`src/rtl/spi_blk_pkg.sv`:
```
package spi_blk_pkg;
  localparam int WORD_W = 16;
  localparam int LEN_W  = 5;

  typedef enum logic [2:0] {
    ST_IDLE,
    ST_SWITCH,
    ST_WAITTX,
    ST_XFER,
    ST_GAP
  } blk_state_t;

  function automatic logic [LEN_W-1:0] clamp_len(input logic [LEN_W-1:0] w);
    if (w < LEN_W'(8))            return LEN_W'(8);
    else if (w > LEN_W'(WORD_W))  return LEN_W'(WORD_W);
    else                          return w;
  endfunction
endpackage

```
`src/rtl/spi_word_engine.sv`:
```
module spi_word_engine #(
  parameter int MAXW = 16,
  parameter int HALF = 2,
  parameter int LENW = 5
) (
  input  logic            clk,
  input  logic            rst,
  input  logic            load,
  input  logic [MAXW-1:0] din,
  input  logic [LENW-1:0] len,
  input  logic            miso,
  output logic            sclk,
  output logic            mosi,
  output logic            busy,
  output logic            done,
  output logic [MAXW-1:0] dout
);
  localparam int HW = (HALF > 1) ? $clog2(HALF) : 1;

  logic [MAXW-1:0] shreg, rxsh;
  logic [LENW-1:0] bits_left;
  logic [HW-1:0]   hcnt;
  logic [LENW-1:0] shamt;

  assign shamt = LENW'(MAXW) - len;

  always_ff @(posedge clk) begin
    if (rst) begin
      shreg     <= '0;
      rxsh      <= '0;
      bits_left <= '0;
      hcnt      <= '0;
      sclk      <= 1'b0;
      mosi      <= 1'b0;
      busy      <= 1'b0;
      done      <= 1'b0;
      dout      <= '0;
    end else begin
      done <= 1'b0;
      if (load && !busy) begin
        shreg     <= din << shamt;
        mosi      <= din[len-1];
        bits_left <= len;
        rxsh      <= '0;
        hcnt      <= '0;
        sclk      <= 1'b0;
        busy      <= 1'b1;
      end else if (busy) begin
        if (hcnt == HW'(HALF-1)) begin
          hcnt <= '0;
          if (!sclk) begin
            sclk <= 1'b1;
            rxsh <= {rxsh[MAXW-2:0], miso};
          end else begin
            sclk      <= 1'b0;
            shreg     <= shreg << 1;
            mosi      <= shreg[MAXW-2];
            bits_left <= bits_left - 1'b1;
            if (bits_left == LENW'(1)) begin
              busy <= 1'b0;
              done <= 1'b1;
              dout <= rxsh;
            end
          end
        end else begin
          hcnt <= hcnt + 1'b1;
        end
      end
    end
  end


  idle_sclk_low_chk: assert property (@(posedge clk) disable iff (rst)
    !busy |-> !sclk);


  done_single_pulse_chk: assert property (@(posedge clk) disable iff (rst)
    done |=> !done);
endmodule

```
`src/rtl/spi_cs_ctrl.sv`:
```
module spi_cs_ctrl #(
  parameter int NUM_CS = 4,
  parameter int SEL_W  = 2
) (
  input  logic              clk,
  input  logic              rst,
  input  logic              set_en,
  input  logic              rel_en,
  input  logic [SEL_W-1:0]  sel,
  output logic [NUM_CS-1:0] cs_n
);
  always_ff @(posedge clk) begin
    if (rst)          cs_n <= '1;
    else if (rel_en)  cs_n <= '1;
    else if (set_en)  cs_n <= ~(NUM_CS'(1) << sel);
  end


  one_select_chk: assert property (@(posedge clk) disable iff (rst)
    $onehot0(~cs_n));
endmodule

```
`src/rtl/spi_blk_master.sv`:
```
module spi_blk_master
  import spi_blk_pkg::*;
#(
  parameter int NUM_CS   = 4,
  parameter int CLK_HALF = 2,
  parameter int CNT_W    = 8,
  parameter int GAP_W    = 4,
  localparam int SEL_W   = (NUM_CS > 1) ? $clog2(NUM_CS) : 1
) (
  input  logic              clk,
  input  logic              rst,
  input  logic              blk_start,
  input  logic [CNT_W-1:0]  blk_count,
  input  logic [SEL_W-1:0]  blk_sel,
  input  logic              blk_hold,
  input  logic [4:0]        blk_len,
  input  logic [GAP_W-1:0]  blk_gap,
  output logic              blk_busy,
  input  logic              tx_valid,
  input  logic [15:0]       tx_data,
  output logic              tx_ready,
  output logic              rx_valid,
  output logic [15:0]       rx_data,
  output logic              sclk,
  output logic              mosi,
  input  logic              miso,
  output logic [NUM_CS-1:0] cs_n
);
  localparam int PER = 2 * CLK_HALF;
  localparam int SCW = $clog2(PER) + 1;
  localparam int GCW = GAP_W + $clog2(PER) + 1;

  blk_state_t       state;
  logic [CNT_W-1:0] cnt_q;
  logic [SEL_W-1:0] sel_q, held_sel;
  logic             hold_q, held_q;
  logic [GAP_W-1:0] gap_q;
  logic [LEN_W-1:0] len_q;
  logic [SCW-1:0]   scnt;
  logic [GCW-1:0]   gcnt;

  logic start_ok, need_switch, last_done, cs_set, cs_rel, eng_load;
  logic eng_busy, eng_done;

  always_comb begin
    start_ok    = (state == ST_IDLE) && blk_start && (blk_count != '0);
    need_switch = held_q && (held_sel != blk_sel);
    last_done   = (state == ST_XFER) && eng_done && (cnt_q == CNT_W'(1));
    cs_set      = (start_ok && !need_switch) ||
                  ((state == ST_SWITCH) && (scnt == '0));
    cs_rel      = (start_ok && need_switch) || (last_done && !hold_q);
    eng_load    = (state == ST_WAITTX) && tx_valid;
  end

  assign tx_ready = (state == ST_WAITTX);
  assign blk_busy = (state != ST_IDLE);

  always_ff @(posedge clk) begin
    if (rst) begin
      state    <= ST_IDLE;
      cnt_q    <= '0;
      sel_q    <= '0;
      held_sel <= '0;
      hold_q   <= 1'b0;
      held_q   <= 1'b0;
      gap_q    <= '0;
      len_q    <= LEN_W'(8);
      scnt     <= '0;
      gcnt     <= '0;
    end else begin
      case (state)
        ST_IDLE: if (start_ok) begin
          cnt_q  <= blk_count;
          sel_q  <= blk_sel;
          hold_q <= blk_hold;
          gap_q  <= blk_gap;
          len_q  <= clamp_len(blk_len);
          scnt   <= SCW'(PER - 1);
          if (need_switch) begin
            held_q <= 1'b0;
            state  <= ST_SWITCH;
          end else begin
            state  <= ST_WAITTX;
          end
        end
        ST_SWITCH: begin
          if (scnt == '0) state <= ST_WAITTX;
          else            scnt  <= scnt - 1'b1;
        end
        ST_WAITTX: if (tx_valid) state <= ST_XFER;
        ST_XFER: if (eng_done) begin
          cnt_q <= cnt_q - 1'b1;
          if (cnt_q == CNT_W'(1)) begin
            state    <= ST_IDLE;
            held_q   <= hold_q;
            held_sel <= sel_q;
          end else if (gap_q != '0) begin
            gcnt  <= GCW'(gap_q) * GCW'(PER) - 1'b1;
            state <= ST_GAP;
          end else begin
            state <= ST_WAITTX;
          end
        end
        ST_GAP: begin
          if (gcnt == '0) state <= ST_WAITTX;
          else            gcnt  <= gcnt - 1'b1;
        end
        default: state <= ST_IDLE;
      endcase
    end
  end

  spi_word_engine #(.MAXW(WORD_W), .HALF(CLK_HALF), .LENW(LEN_W)) u_eng (
    .clk  (clk),
    .rst  (rst),
    .load (eng_load),
    .din  (tx_data),
    .len  (len_q),
    .miso (miso),
    .sclk (sclk),
    .mosi (mosi),
    .busy (eng_busy),
    .done (eng_done),
    .dout (rx_data)
  );

  assign rx_valid = eng_done;

  spi_cs_ctrl #(.NUM_CS(NUM_CS), .SEL_W(SEL_W)) u_cs (
    .clk    (clk),
    .rst    (rst),
    .set_en (cs_set),
    .rel_en (cs_rel),
    .sel    (cs_set && start_ok ? blk_sel : sel_q),
    .cs_n   (cs_n)
  );


  stall_sclk_low_chk: assert property (@(posedge clk) disable iff (rst)
    (state == ST_WAITTX) |-> (!sclk && !eng_busy));


  sel_low_in_block_chk: assert property (@(posedge clk) disable iff (rst)
    (state == ST_WAITTX || state == ST_XFER || state == ST_GAP) |-> !cs_n[sel_q]);


  switch_all_high_chk: assert property (@(posedge clk) disable iff (rst)
    (state == ST_SWITCH) |-> (&cs_n));


  rx_zero_ext_chk: assert property (@(posedge clk) disable iff (rst)
    rx_valid |-> ((rx_data >> len_q) == 16'h0));


  zero_count_ignored_chk: assert property (@(posedge clk) disable iff (rst)
    (state == ST_IDLE && blk_start && blk_count == '0) |=> (state == ST_IDLE && $stable(cs_n)));
endmodule

```
`config.mk`:
```
export PLATFORM = sky130hd
export DESIGN_NAME = spi_blk_master
export DESIGN_NICKNAME = d
export VERILOG_FILES = /design/src/rtl/spi_blk_pkg.sv /design/src/rtl/spi_word_engine.sv /design/src/rtl/spi_cs_ctrl.sv /design/src/rtl/spi_blk_master.sv
export SDC_FILE = /design/constraint.sdc
export NUM_CORES = 1
export LEC_CHECK = 0
export ABC_AREA = 1
export CAP_MARGIN = 0
export CORE_MARGIN = 4
export CORE_UTILIZATION = 26
export DETAILED_ROUTE_END_ITERATION = 8
export HOLD_SLACK_MARGIN = 0.02
export PLACE_DENSITY = 0.45
export SLEW_MARGIN = 20
export SYNTH_ARGS = -nofsm -noshare
export SYNTH_HDL_FRONTEND = slang
export SYNTH_HIERARCHICAL = 1
export SYNTH_SLANG_ARGS = --single-unit
```
`constraint.sdc`:
```
create_clock -name clk -period 4.24 [get_ports clk]
set_clock_uncertainty 0.1 [all_clocks]
set_input_delay 0.848 -clock clk [delete_from_list [all_inputs] [get_ports clk]]
set_output_delay 0.848 -clock clk [all_outputs]
set_load 0.02 [all_outputs]
```
==> flow_summary.rst, run 1 <==
.. list-table::
   :header-rows: 1

   * - Metric
     - Value
   * - Number of flops mapped to enable cells by yosys
     - 0
   * - Net count after synthesis
     - 882
   * - Placeable core area
     - 0.02030 mm2
   * - Final GP Congestion
     - approximately 0.8
   * - Maximum number of pins on one net before global-route repair
     - 37
   * - Boundary Pins
     - 66
   * - Post-Syn Area
     - 0.005369 mm2
   * - Number of nets in the layout
     - roughly 930
   * - Fraction of power consumed by sequential logic
     - ~32%
   * - Setup repair after global routing missed its margin
     - no
   * - Kind of launch point of the worst setup path
     - input pin
   * - Pre-antenna DRT Iters
     - 4
   * - Cell types with the largest area share after synthesis
     - sky130_fd_sc_hd__dfxtp_1, sky130_fd_sc_hd__nand2_1, sky130_fd_sc_hd__nor2_1
   * - TritonCTS clock tree
     - yes
   * - Setup ws final
     - between 1 and 1.5 ns
   * - Clock transition at the registers of the reported paths
     - 0.07 ns
   * - Maximum fanout encountered on the critical timing path
     - 21
   * - Number of global-route vias before repair
     - about 4700
   * - Initial core utilization
     - 26.45%
   * - Maximum capacitance violations
     - 0
   * - Remaining Overflow, GRT
     - 0
   * - Num CTS Buffers
     - 9
   * - Antenna Nets Post-Route
     - 0
   * - Number of core rows
     - 52
   * - Most common cell on crit path
     - sky130_fd_sc_hd__inv_1
   * - Number of clock sinks seen by CTS
     - 97
   * - Syn-to-layout area delta
     - 21.25%
   * - Detailed router's first-iteration violation count
     - 237
   * - Cell internal power dissipation
     - 2.045 mW
   * - Placed cell area
     - about 0.0062 mm2
   * - Overall global routing resource usage
     - 12.78%
   * - CTS H-tree depth
     - 3
   * - F_max
     - ~350 MHz
   * - Maximum buffer depth of the clock tree
     - 2
   * - Req. time, crit path
     - 4.39 ns
   * - Clock insertion delay at the later pin of the skew report
     - 0.36 ns
   * - Setup slack after placement
     - approximately 0.96 ns
   * - Critical path's largest stage delay
     - ~0.53 ns
   * - WHS
     - 0.3735 ns
   * - Total Power
     - 3.667 mW
   * - Critical path type
     - in2reg
   * - First-pass GRT wire length
     - 23560 um
   * - Setup total negative slack
     - 0 ns
   * - Critical Path Sink Type
     - register
   * - Relative slew slack
     - 41.19%
   * - IO Port Bufs
     - 65
   * - WHS Path Cells
     - 2
   * - Final worst path period share
     - around two thirds
   * - Design Area, Final
     - 0.006510 mm2
   * - Final hold violation count
     - 0
   * - Cell family contributing the most delay on the critical path
     - simple AND/OR/NAND/NOR gates
   * - Worst path depth
     - 10
   * - Largest vdd supply drop
     - 0.2018 mV
   * - Reg2Reg Depth
     - 11
   * - Fraction of post-synthesis cell area in the top cell type by area
     - between 30% and 40%
   * - Critical-path cell list
     - clkdlybuf4s50_1 > inv_1 > nor3_1 > inv_1 > nor2_4 > inv_2 > nand2_1 > o211ai_1 > nand3_1 > inv_1
   * - Number of antenna violations at the first check in global routing
     - 0
   * - Die height
     - 151.7 um
   * - Number of flip-flops and latches in the synthesized netlist
     - 97
   * - Die Area
     - between 0.02 and 0.025 mm2
   * - Worst path slowest cell
     - sky130_fd_sc_hd__nand2_1
   * - # diodes
     - 0
   * - Leakage power
     - about 3.1 nW
   * - Hold Buf Count CTS
     - 0
   * - Class of the worst hold path
     - reg2reg
   * - Worst path buffer plus inverter count
     - 5
   * - Post-CTS Repair Setup Buffers
     - 0
   * - Prevailing post-synth register cell
     - sky130_fd_sc_hd__dfxtp_1
   * - Clock network power share
     - 22.8%
   * - DRC violations left
     - 0
   * - Power per cell area
     - 563.3 mW/mm2
   * - Via total after detailed routing
     - approximately 5200
   * - Result of the run
     - finished, final reports clean
   * - Detail Placement HPWL
     - between 10000 and 15000 um
   * - Vias per std cell
     - about 4.5
   * - Register area share after synthesis
     - 36.17%
   * - Post_cts resized
     - 0
   * - Transition time of the tightest slew-check pin
     - 0.8729 ns
   * - Ratio of cells with drive above 1 in the final layout
     - 6.659%
   * - Yosys warnings
     - 6
   * - Total count of max-transition violations in the final report
     - 0
   * - Fraction of registers with async set/reset
     - 0%
   * - Synthesized area divided by synthesized cell count
     - approximately 6.5 um2
   * - Clock period minus worst slack
     - 2.878 ns
   * - Setup violators final
     - 0
   * - Cell accounting for the most synthesized area
     - sky130_fd_sc_hd__dfxtp_1
   * - Routed wire length
     - 14620 um
   * - Psw
     - between 1.5 and 2 mW
   * - Unique cell type count in the Yosys netlist
     - 37
   * - Root buf cell
     - sky130_fd_sc_hd__clkbuf_16
   * - Routed wire per std cell
     - 12.65 um
   * - Overall die width
     - around 150 um
   * - Cell count after synthesis
     - 831
   * - CP arrival
     - 3.03 ns
   * - Comb power frac
     - 44.9%
   * - Switching part of the total power
     - 44.23%
## final cells by class
| type | count | area, um2 |
|---|---|---|
| flip-flops and latches | 97 | 1942 |
| fillers | 2264 | 13790 |
| repair buffers | 68 | 673.1 |
| clock buffers | 9 | 225.2 |
| multi-input cells | 609 | 2884 |
| inverters | 96 | 366.6 |
| well taps | 270 | 337.8 |
| clock inverters | 7 | 81.33 |
## sequential cells by signal, summed over array words and instances (netlist names)
register,flops
u_eng/mosi,1
held_sel,2
u_eng/dout,16
gcnt,7
held_q,1
scnt,3
u_eng/busy,1
hold_q,1
u_eng/rxsh,16
u_eng/bits_left,5
u_eng/shreg,15
cnt_q,8
sel_q,2
len_q,5
u_cs/cs_n,4
gap_q,4
state,3
u_eng/hcnt,1
u_eng/done,1
u_eng/sclk,1
## power groups by stage
stage / clock network (mW) / logic [mW] / registers (mW)
4_1_cts: 0.871 / 1.66 / 1.18
3_3_place_gp: 0 / 1.66 / 1.21
3_5_place_dp: 0 / 1.66 / 1.20
2_1_floorplan: 0 / 1.27 / 1.20
6_report: 0.837 / 1.65 / 1.18
5_1_grt: 0.903 / 1.90 / 1.21
## layer usage
metal / up-vias / routed length, um / track usage (%)
met1: 2335 / 7686 / 18.01
met2: 87 / 6193 / 19.91
met4: 0 / 130 / 3.684
met3: 9 / 609 / 2.409
met5: - / 0 / 0
li1: 2786 / - / -
## worst min-delay path, delay by kind of cell (launching register included)
| kind | cells | cell delay, ns |
|---|---|---|
| and+or+nand+nor | 1 | 0.06 |
| DFF | 1 | 0.32 |
| AOI/OAI and AO/OA | 1 | 0.06 |
## cells in the mapped netlist (7+ instances only)
master                     instances
sky130_fd_sc_hd__o21ai_0          84
sky130_fd_sc_hd__nand2_1         177
sky130_fd_sc_hd__inv_1            79
sky130_fd_sc_hd__clkbuf_1          7
sky130_fd_sc_hd__a21oi_1          30
sky130_fd_sc_hd__dfxtp_1          97
sky130_fd_sc_hd__inv_2            14
sky130_fd_sc_hd__buf_2            11
sky130_fd_sc_hd__nand3_1          92
sky130_fd_sc_hd__o21ai_1          16
sky130_fd_sc_hd__nand4_1           9
sky130_fd_sc_hd__ha_1             10
sky130_fd_sc_hd__nor3_1            7
sky130_fd_sc_hd__nor2_1          147
## per-stage QoR
step                      instances  util, %
after floorplan                 831        -
after global placement         1140    30.56
after detailed placement       1140    30.56
after CTS                      1156    32.07
after global routing           1156    32.07
final                          1156    32.07
## cell families (layout without fill, tap and decap cells)
logic type	Yosys count	in the layout	synth area share (%)
compound gates	138	138	13.21
xor+xnor	5	5	0.8158
fa+ha+maj	10	10	2.330
buf+inv	125	180	10.11
flops	97	97	36.17
simple gates	456	456	37.36
## path summary, 6_finish.rpt
path	start	to	slack, ns
max	tx_valid	u_eng/bits_left[4]	1.36
min	u_eng/shreg[0]	u_eng/shreg[0]	0.37
max reg2reg	len_q[0]	u_eng/mosi	1.70
min reg2reg	u_eng/shreg[0]	u_eng/shreg[0]	0.37
## placed cells by master, fill, tap and decap left out, types with 2 or more instances in the layout
cell	n
sky130_fd_sc_hd__nand2_2	5
sky130_fd_sc_hd__xor2_1	3
sky130_fd_sc_hd__clkinv_4	2
sky130_fd_sc_hd__clkinv_8	2
sky130_fd_sc_hd__nand3b_1	2
sky130_fd_sc_hd__nand2_4	4
sky130_fd_sc_hd__clkbuf_16	9
sky130_fd_sc_hd__nor2_4	3
sky130_fd_sc_hd__nand3_1	92
sky130_fd_sc_hd__a21oi_1	30
sky130_fd_sc_hd__nand3_2	3
sky130_fd_sc_hd__inv_1	79
sky130_fd_sc_hd__xnor2_1	2
sky130_fd_sc_hd__nor2_2	3
sky130_fd_sc_hd__ha_1	10
sky130_fd_sc_hd__o21ai_1	16
sky130_fd_sc_hd__nand4_1	9
sky130_fd_sc_hd__buf_4	3
sky130_fd_sc_hd__a31oi_1	4
sky130_fd_sc_hd__inv_8	2
sky130_fd_sc_hd__inv_2	14
sky130_fd_sc_hd__clkdlybuf4s50_1	65
sky130_fd_sc_hd__inv_4	2
sky130_fd_sc_hd__o21ai_0	84
sky130_fd_sc_hd__nor2_1	147
sky130_fd_sc_hd__nor3_1	7
sky130_fd_sc_hd__dfxtp_1	97
sky130_fd_sc_hd__nand2_1	177
(Power assumes the default switching activity.)
==> inputs of run 2 (changes only) <==
--- a/config.mk
+++ b/config.mk
@@ -11,7 +11,7 @@
 export CORE_UTILIZATION = 26
 export DETAILED_ROUTE_END_ITERATION = 8
 export HOLD_SLACK_MARGIN = 0.02
-export PLACE_DENSITY = 0.45
+export PLACE_DENSITY = 0.47
 export SLEW_MARGIN = 20
 export SYNTH_ARGS = -nofsm -noshare
 export SYNTH_HDL_FRONTEND = slang
==> constraint.sdc (replaced) <==
create_clock -name clk -period 2.5 [get_ports clk]
set_clock_uncertainty 0.1 [all_clocks]
set_input_delay 0.5 -clock clk [delete_from_list [all_inputs] [get_ports clk]]
set_output_delay 0.5 -clock clk [all_outputs]
set_load 0.02 [all_outputs]
==> flow_summary.rst, run 2 (synthesis gave the netlist of run 1 again) <==
.. list-table::
   :header-rows: 1

   * - Metric
     - Value
   * - Via total after detailed routing
     - about 5200
   * - Final hold violation count
     - 0
   * - Initial core utilization
     - 26.45%
   * - Die Area
     - 0.02301 mm2
   * - Setup ws final
     - 0.06630 ns
   * - Syn-to-layout area delta
     - 22.96%
   * - Routed wire per std cell
     - 12.46 um
   * - Total Power
     - approximately 6.2 mW
   * - Number of global-route vias before repair
     - slightly below 5000
   * - Number of clock sinks seen by CTS
     - a little under 100
   * - Critical Path Sink Type
     - primary output
   * - Root buf cell
     - sky130_fd_sc_hd__clkbuf_16
   * - Most common cell after layout, fill and taps aside
     - sky130_fd_sc_hd__nand2_1
   * - Boundary Pins
     - 66
   * - Routed length on met3
     - 706 um
   * - Setup violators final
     - 0
   * - Highest-count cells in the layout ignoring fill and taps
     - sky130_fd_sc_hd__nand2_1, sky130_fd_sc_hd__nor2_1, sky130_fd_sc_hd__dfxtp_1
   * - Worst hold path endpoint
     - u_eng/shreg[0]
   * - Total count of max-transition violations in the final report
     - 0
   * - Result of the run
     - finished, final reports clean
   * - DRC violations left
     - 0
   * - Largest registers
     - u_eng/dout: 16 flops, u_eng/rxsh: 16 flops, u_eng/shreg: 15 flops
   * - Kind of launch point of the worst setup path
     - register
   * - Beginning of the worst register-to-register path
     - len_q[0]
   * - Relative slew slack
     - 42.18%
   * - IO Port Bufs
     - 65
   * - Design Area, Final
     - 0.006601 mm2
   * - Post_cts resized
     - 0
   * - CP arrival
     - between 1.5 and 2 ns
   * - Critical path type
     - reg2out
   * - Setup slack after placement
     - 0.01388 ns
   * - First-pass GRT wire length
     - roughly 24000 um
   * - Overall global routing resource usage
     - 13.14%
   * - Largest vdd supply drop
     - 0.3970 mV
   * - WHS
     - 0.3753 ns
   * - Ratio of cells with drive above 1 in the final layout
     - 7.906%
   * - Number of antenna violations at the first check in global routing
     - 0
   * - Filler cells
     - 2283
   * - Pre-antenna DRT Iters
     - 4
   * - Leakage power
     - between 3 and 4 nW
   * - Routed wire length
     - 14560 um
   * - FF-to-FF setup slack
     - approximately 0.4 ns
   * - Setup repair after global routing missed its margin
     - no
   * - Transition time of the tightest slew-check pin
     - ~0.86 ns
   * - Maximum number of pins on one net before global-route repair
     - 27
   * - Vias per std cell
     - between 4 and 5
   * - Multi-input logic area
     - approximately 0.0029 mm2
   * - Placed cell area
     - 0.006306 mm2
   * - Clock transition at the registers of the reported paths
     - 0.07 ns
   * - Final cell count without fillers
     - 1168
   * - Die height
     - ~150 um
   * - Number of nets in the layout
     - roughly 940
   * - Class of the worst hold path
     - reg2reg
   * - CTS H-tree depth
     - 3
   * - Post-Route M1 WL
     - about 7400 um
   * - Share of the core filled with cells in the final layout
     - roughly a third
   * - Startpoint of the worst hold path
     - u_eng/shreg[0]
   * - Clock insertion delay at the later pin of the skew report
     - between 0.3 and 0.4 ns
   * - Post-CTS Repair Setup Buffers
     - 0
   * - Hold Buf Count CTS
     - 0
   * - Antenna Nets Post-Route
     - 0
   * - Critical R2R Capture
     - u_eng/shreg[13]
   * - # diodes
     - 0
   * - WHS Path Cells
     - 2
   * - Number of placed instances, taps included
     - 1152
   * - Detail Placement HPWL
     - 10570 um
   * - Sequential cell area in the final layout
     - 0.001942 mm2
   * - Detailed-routed wire length on met2
     - just over 6000 um
   * - Setup total negative slack
     - 0 ns
   * - Detailed router's first-iteration violation count
     - 346
   * - Reg2Reg Depth
     - 12
   * - Num CTS Buffers
     - 9
   * - Power per cell area
     - 944.7 mW/mm2
   * - Top Layer Used
     - met4
   * - Placeable core area
     - 0.02030 mm2
   * - F_max
     - ~400 MHz
   * - Maximum buffer depth of the clock tree
     - 2
   * - Remaining Overflow, GRT
     - 0
   * - Final GP Congestion
     - 0.8202
   * - Req. time, crit path
     - 1.90 ns
   * - Number of core rows
     - between 50 and 60
   * - Maximum capacitance violations
     - 0
   * - TritonCTS clock tree
     - yes
   * - Maximum fanout encountered on the critical timing path
     - 4
   * - Final worst path period share
     - 97.35%
   * - Clock period minus worst slack
     - roughly 2.4 ns
   * - Overall die width
     - 151.7 um
==> run 2: layout make-up <==
cell class | count | area share, %
well taps | 270 | 5.118
clock buffers | 9 | 3.412
clock inverters | 7 | 1.061
repair buffers | 80 | 11.75
multi-input cells | 609 | 43.69
inverters | 96 | 5.553
flip-flops and latches | 97 | 29.42
==> run 2: critical path: stages, from the launching register on <==
cell,delay (ns)
sky130_fd_sc_hd__dfxtp_1,0.37
sky130_fd_sc_hd__inv_2,0.09
sky130_fd_sc_hd__nand2_1,0.08
sky130_fd_sc_hd__nor2_1,0.27
sky130_fd_sc_hd__clkdlybuf4s50_1,0.67
==> run 2: power by group <==
group	total [mW]	internal [mW]	leakage, nW	switching, mW
combinational	2.84	0.982	2.19	1.86
clock	1.38	0.704	0.147	0.680
sequential	2.01	1.82	0.790	0.187
==> run 2: how the worst max path moves through the flow <==
stage	start	endpoint	slack (ns)	cells after the start
after global routing	state[0]	tx_ready	0.01	4
after global placement	tx_valid	u_eng/shreg[6]	0.08	9
final	state[0]	tx_ready	0.07	4
after CTS	state[0]	tx_ready	0.04	4
after floorplan	len_q[0]	u_eng/shreg[13]	0.54	14
after detailed placement	tx_valid	u_eng/shreg[1]	0.01	9
==> run 2: metal layers <==
layer	vias to the layer above	track usage, %
met1	2301	18.70
met5	-	0
met4	0	5.076
met2	102	20.07
met3	16	1.904
li1	2800	-
